$ cat src/rtl/csel_pkg.sv
package csel_pkg;

  // Nominal length of group k: 1, 1, 2, 3, 4, ...
  function automatic int grp_len(input int k);
    return (k == 0) ? 1 : k;
  endfunction

  // Bit index where group k begins
  function automatic int grp_lsb(input int k);
    return (k == 0) ? 0 : 1 + ((k - 1) * k) / 2;
  endfunction

  // Number of groups needed to cover w bits
  function automatic int grp_count(input int w);
    int n;
    n = 0;
    for (int k = 0; k < w; k++) begin
      if (grp_lsb(k) < w) n++;
    end
    return n;
  endfunction

  // Actual length of group k after truncation to w bits
  function automatic int grp_eff_len(input int k, input int w);
    int rem;
    rem = w - grp_lsb(k);
    return (grp_len(k) < rem) ? grp_len(k) : rem;
  endfunction

endpackage

$ cat src/rtl/csel_ripple.sv
module csel_ripple #(
  parameter int W = 4
) (
  input  logic [W-1:0] a_i,
  input  logic [W-1:0] b_i,
  input  logic         cin_i,
  output logic [W-1:0] sum_o,
  output logic         cout_o
);

  always_comb begin
    logic c;
    c = cin_i;
    for (int i = 0; i < W; i++) begin
      sum_o[i] = a_i[i] ^ b_i[i] ^ c;
      c        = (a_i[i] & b_i[i]) | (c & (a_i[i] ^ b_i[i]));
    end
    cout_o = c;
  end

endmodule

$ cat src/rtl/csel_group.sv
module csel_group #(
  parameter int W = 2
) (
  input  logic [W-1:0] a_i,
  input  logic [W-1:0] b_i,
  output logic [W-1:0] sum0_o,
  output logic [W-1:0] sum1_o,
  output logic         cout0_o,
  output logic         cout1_o
);

  csel_ripple #(.W(W)) chain0_i (
    .a_i(a_i), .b_i(b_i), .cin_i(1'b0), .sum_o(sum0_o), .cout_o(cout0_o)
  );

  csel_ripple #(.W(W)) chain1_i (
    .a_i(a_i), .b_i(b_i), .cin_i(1'b1), .sum_o(sum1_o), .cout_o(cout1_o)
  );

  // The two independent chains must stay exactly one apart
  always_comb begin
    assert_cand_offset_R3: assert ({cout1_o, sum1_o} == ({cout0_o, sum0_o} + 1'b1))
      else $error("R3: carry-1 candidate is not carry-0 candidate plus one");
    assert_carry_mono_R3: assert (!cout0_o || cout1_o)
      else $error("R3: carry-0 chain carries while carry-1 chain does not");
  end

endmodule

$ cat src/rtl/csel_pick.sv
module csel_pick #(
  parameter int W = 2
) (
  input  logic         sel_i,
  input  logic [W-1:0] sum0_i,
  input  logic [W-1:0] sum1_i,
  input  logic         cout0_i,
  input  logic         cout1_i,
  output logic [W-1:0] sum_o,
  output logic         cout_o
);

  assign sum_o  = sel_i ? sum1_i  : sum0_i;
  assign cout_o = sel_i ? cout1_i : cout0_i;

endmodule

$ cat src/rtl/csel_adder.sv
module csel_adder
  import csel_pkg::*;
#(
  parameter int WIDTH = 16
) (
  input  logic [WIDTH-1:0] a_i,
  input  logic [WIDTH-1:0] b_i,
  input  logic             cin_i,
  output logic [WIDTH-1:0] sum_o,
  output logic             cout_o
);

  localparam int NGRP = grp_count(WIDTH);

  // Real carry arriving at each group boundary
  logic [NGRP:0] grp_carry;
  assign grp_carry[0] = cin_i;

  for (genvar k = 0; k < NGRP; k++) begin : g_grp
    localparam int LSB = grp_lsb(k);
    localparam int LEN = grp_eff_len(k, WIDTH);

    if (k == 0) begin : g_first
      csel_ripple #(.W(LEN)) base_i (
        .a_i   (a_i[LSB +: LEN]),
        .b_i   (b_i[LSB +: LEN]),
        .cin_i (grp_carry[0]),
        .sum_o (sum_o[LSB +: LEN]),
        .cout_o(grp_carry[1])
      );
    end else begin : g_sel
      logic [LEN-1:0] cand_s0;
      logic [LEN-1:0] cand_s1;
      logic           cand_c0;
      logic           cand_c1;

      csel_group #(.W(LEN)) pair_i (
        .a_i    (a_i[LSB +: LEN]),
        .b_i    (b_i[LSB +: LEN]),
        .sum0_o (cand_s0),
        .sum1_o (cand_s1),
        .cout0_o(cand_c0),
        .cout1_o(cand_c1)
      );

      csel_pick #(.W(LEN)) pick_i (
        .sel_i  (grp_carry[k]),
        .sum0_i (cand_s0),
        .sum1_i (cand_s1),
        .cout0_i(cand_c0),
        .cout1_i(cand_c1),
        .sum_o  (sum_o[LSB +: LEN]),
        .cout_o (grp_carry[k+1])
      );
    end
  end

  assign cout_o = grp_carry[NGRP];

  always_comb begin
    assert_sum_match_R1: assert ({cout_o, sum_o} ==
        ({1'b0, a_i} + {1'b0, b_i} + {{WIDTH{1'b0}}, cin_i}))
      else $error("R1: adder output differs from arithmetic sum");
    assert_bit0_R8: assert (sum_o[0] == (a_i[0] ^ b_i[0] ^ cin_i))
      else $error("R8: bit 0 does not follow its own inputs");
    if (&(a_i ^ b_i)) begin
      assert_full_prop_R5: assert (cout_o == cin_i)
        else $error("R5: propagate-everywhere carry-out differs from carry-in");
    end
  end

endmodule

$ cat config.mk
export PLATFORM = sky130hd
export DESIGN_NAME = csel_adder
export DESIGN_NICKNAME = d
export VERILOG_FILES = /design/src/rtl/csel_pkg.sv /design/src/rtl/csel_ripple.sv /design/src/rtl/csel_group.sv /design/src/rtl/csel_pick.sv /design/src/rtl/csel_adder.sv
export SDC_FILE = /design/constraint.sdc
export NUM_CORES = 1
export LEC_CHECK = 0
export ABC_AREA = 1
export BUFFER_PORTS_ARGS = -buffer_cell sky130_fd_sc_hd__buf_2
export CORE_UTILIZATION = 55
export DETAILED_ROUTE_END_ITERATION = 8
export PLACE_DENSITY = 0.91
export SYNTH_ARGS = -nofsm -noshare
export SYNTH_HDL_FRONTEND = slang
export SYNTH_HIERARCHICAL = 1
export SYNTH_SLANG_ARGS = --single-unit
$ cat constraint.sdc
create_clock -name vclk -period 8.2
set_input_delay 1.23 -clock vclk [all_inputs]
set_output_delay 1.23 -clock vclk [all_outputs]
set_load 0.02 [all_outputs]
[Word-level counts from Yosys, hierarchy flattened]
Index checks and enable logic that the tools add are counted.
Storage, ports and cells
  bits in registers: 0
  bits of input ports: 33
Cells by class
  muxes and demuxes: 10
  bitwise operators: 105
Operators with widths (count)
  $and 1x1->1: 37
  $xor 1x1->1: 37
  $or 1x1->1: 26
  $mux 1: 6
  $mux 5: 1
  $not 1->1: 5
  $mux 4: 1
  $mux 3: 1
  $mux 2: 1

[Longest topological paths before layout]
  word-level depth: 11
  depth in mapped cells: 16
  depth with buffers taken out: 16

[By module]
Netlist, hierarchy kept.
Modules (own cells, without submodules)
  csel_ripple (g_grp[5].g_sel.pair_i.chain0_i ...): times used 2, cells each 15, area an instance 137.6 um^2
  csel_ripple (g_grp[4].g_sel.pair_i.chain0_i ...): times used 2, cells each 14, area an instance 117.6 um^2
  csel_ripple (g_grp[3].g_sel.pair_i.chain0_i ...): times used 2, cells each 13, area an instance 97.6 um^2
  csel_ripple (g_grp[2].g_sel.pair_i.chain0_i ...): times used 2, cells each 10, area an instance 70.1 um^2
  csel_pick (g_grp[5].g_sel.pick_i): times used 1, cells each 19, area an instance 71.3 um^2
  csel_ripple (g_grp[0].g_first.base_i ...): times used 3, cells each 1, area an instance 20.0 um^2
  csel_pick (g_grp[4].g_sel.pick_i): times used 1, cells each 16, area an instance 60.1 um^2
  csel_pick (g_grp[3].g_sel.pick_i): times used 1, cells each 13, area an instance 48.8 um^2
  csel_group: times used 5, cells each 2, area an instance 7.5 um^2
  csel_pick (g_grp[2].g_sel.pick_i): times used 1, cells each 10, area an instance 37.5 um^2
  csel_pick (g_grp[1].g_sel.pick_i): times used 1, cells each 7, area an instance 26.3 um^2

[Worst setup path after synthesis]
No wires, ideal clock.
  kind: in2out
  start: input port a_i[11]
  end: output port sum_o[15]
  data arrival time: 3331 ps
  slack: 3639 ps
  stages on the path: 11
  path buffers: 0
  cell sequence: fa_1 -> inv_1 -> fa_1 -> inv_1 -> fa_1 -> fa_1 -> inv_1 -> fa_1 -> inv_1 -> nand2_1 -> nand2_1
On the way
  longest elaborated chain between the ends: 10
  elaborated cells on any way between the ends: 18
Ends and longest elaborated chain
  start, declared: line csel_adder.sv:6  | input logic [WIDTH-1:0] a_i,
  $and 1x1->1 / $xor 1x1->1 (equally long branches)
  $or 1x1->1 *: line csel_ripple.sv:16  | c = (a_i[i] & b_i[i]) | (c & (a_i[i] ^ b_i[i]));
  $and 1x1->1 *: line csel_ripple.sv:16
  $or 1x1->1 *: line csel_ripple.sv:16
  $and 1x1->1 *: line csel_ripple.sv:16
  $or 1x1->1 *: line csel_ripple.sv:16
  $and 1x1->1 *: line csel_ripple.sv:16
  $or 1x1->1 *: line csel_ripple.sv:16
  $xor 1x1->1 *: line csel_ripple.sv:15  | sum_o[i] = a_i[i] ^ b_i[i] ^ c;
  via g_grp[5].g_sel.cand_s1[4]: line csel_adder.sv:33  | logic [LEN-1:0] cand_s1;
  $mux 5 *: line csel_pick.sv:13  | assign sum_o = sel_i ? sum1_i : sum0_i;
  end, declared: line csel_adder.sv:9  | output logic [WIDTH-1:0] sum_o,
The timed path passes the listed nets; every way through them passes the cells marked *.

[Worst setup path after layout]
  start: input port a_i[11]
  end: output port sum_o[15]
On the way
  elaborated cells on any way between the ends: 18
RTL lines
  $and 1x1->1 (2 in series): line csel_ripple.sv:16
  $or 1x1->1: line csel_ripple.sv:16
  $and 1x1->1: line csel_ripple.sv:16
  $or 1x1->1: line csel_ripple.sv:16
  $and 1x1->1: line csel_ripple.sv:16
  $or 1x1->1: line csel_ripple.sv:16
  $xor 1x1->1: line csel_ripple.sv:15
  via g_grp[5].g_sel.cand_s0[4]: line csel_adder.sv:32  | logic [LEN-1:0] cand_s0;
  $mux 5: line csel_pick.sv:13
The timed path passes the listed nets, and every way through them passes these cells.

==> impl_metrics.json <==
{
  "synthTopCellsByArea": "fa_1, inv_1, nand2_1, conb_1, inv_2",
  "fin_crit_sh_pct": 59.0,
  "rsz0062_at_grt": "false",
  "multiInputGateArea_um2": 883,
  "drt_wl_total_um": 2150,
  "yosys.area.top_type_share_pct": 52.3,
  "die-area_um2": 2350,
  "num_vias": 1062,
  "n_clock_buffer": 0,
  "synth_warnings": 6,
  "setup_tns_ns": 0,
  "post_cts_buffers": 0,
  "power_mw": 0.137,
  "drc": 0,
  "ctsResizeCount": 0,
  "hold_viol_final": 0,
  "antenna_cells": 0,
  "crit_type": "input port to output pin",
  "synth_most_common_cell": "inv_1",
  "vdd_ir_drop_max_uv": 64.2,
  "avgViaCountPerCell": 4.10,
  "fin_area_um2": 1470,
  "ctsHoldBuffers": 0,
  "fin_cells": 259,
  "p_per_area_nw_per_um2": 93.0,
  "final_antenna_net_count": 0,
  "wl_per_cell_um": 8.32,
  "die_x_um": 48.5,
  "yosys-top-cells-count": "inv_1, nand2_1, fa_1",
  "p_leak_nw": 1.06,
  "finalNetCount": 298,
  "gp_congestion": 0.725,
  "hold_path_class": "input port to output pin",
  "detailed_place_hpwl_um": 2100,
  "std_cell_rows": 16,
  "final-setup-viol-count": 0,
  "grt_pass1_vias": 984,
  "synth_cell_type_count": 5,
  "antenna_found_initial": 0,
  "max_cap_viol_count": 0,
  "io_pins": 50,
  "synth-seq-area-share_pct": 0,
  "crit_slowest_cell": "fa_1",
  "area_growth_pct": 23.9,
  "synth_cells": 182,
  "grt_usage_pct": 19.8,
  "slowest_delay_ns": 0.41,
  "crit_path_frequent_cell": "fa_1",
  "seq_area_um2": 0,
  "status": "completed",
  "seq_cell_count": 0,
  "timing.final.crit_period_ns": 4.84,
  "synth_top_cell_by_area": "fa_1",
  "drt_iter0_drc": 5,
  "dpl_cell_area_um2": 1470,
  "required_ns": 6.97,
  "place_inst": 259,
  "portBuffers": 50,
  "start_util_pct": 59.3,
  "timing.fmax_mhz": 207,
  "grt_pass1_wl_um": 3670,
  "grt_overflow": 0,
  "fp.dieH_um": 48.5,
  "arrival_ns": 3.61,
  "cp_max_fo": 2,
  "syn-num-nets": 246,
  "whs_ns": 2.86,
  "syn_area_um2": 1190,
  "endpoint_kind": "output pin",
  "first_pass_iters": 4,
  "avgSynthCellArea_um2": 6.52,
  "path_cells": "buf_2 > fa_1 > inv_1 > fa_1 > inv_1 > fa_1 > fa_1 > inv_1 > fa_1 > inv_1 > nand2_1 > nand2_1 > buf_2",
  "drv_slew": 0,
  "drive_gt1_share_pct": 23.3,
  "cp-start-kind": "input port",
  "n_fill_cell": 183,
  "grt_max_degree": 8,
  "core_region_area_um2": 2000
}
==> cell families after synthesis <==
logic type / share of synthesized area, %
adders and majority gates: 52.3
buffers and inverters: 25.6
other: 3.16
and+or+nand+nor: 19.0
==> report_power, final <==
group / leakage [nW] / internal, mW / switching [mW] / total (mW)
registers: 0 / 0 / 0 / 0
logic: 1.06 / 0.0489 / 0.0879 / 0.137
clock network: 0 / 0 / 0 / 0
==> critical path: cells and delay by family <==
kind / cells / cell delay [ns]
adder cells (fa/ha/maj): 5 / 1.71
buffers and inverters: 6 / 0.54
AND/OR/NAND/NOR: 2 / 0.10
==> metal layers <==
layer	up-vias	track usage, %	part of all wire (%)
met5	-	0	0
met4	0	1.47	0
met3	0	1.89	5.2
met2	29	43.9	59
met1	486	19.7	35
li1	547	-	-
==> layout by cell type (no fill, tap or decap), drive strengths merged <==
cell type   n
nand2      60
conb       10
fa         31
inv        81
buf        50
==> final cells by class <==
cell class,count,area share [%]
repair buffers,50,17.0
multi-input cells,101,60.0
inverters,81,20.7
well taps,27,2.30
==> through the flow <==
| stage | setup slack, ns | util (%) |
|---|---|---|
| global placement | 3.42 | 73.5 |
| CTS | 3.35 | 73.5 |
| floorplan | 3.64 | - |
| global route | 3.21 | 73.5 |
| finish | 3.36 | 73.5 |
| detailed placement | 3.36 | 73.5 |
==> worst paths after layout <==
check | slack, ns | depth (start not counted) | to | from
max | 3.36 | 13 | sum_o[15] | a_i[11]
min | 2.86 | 3 | sum_o[0] | cin_i
No activity file was read; power rests on OpenSTA's default activity.
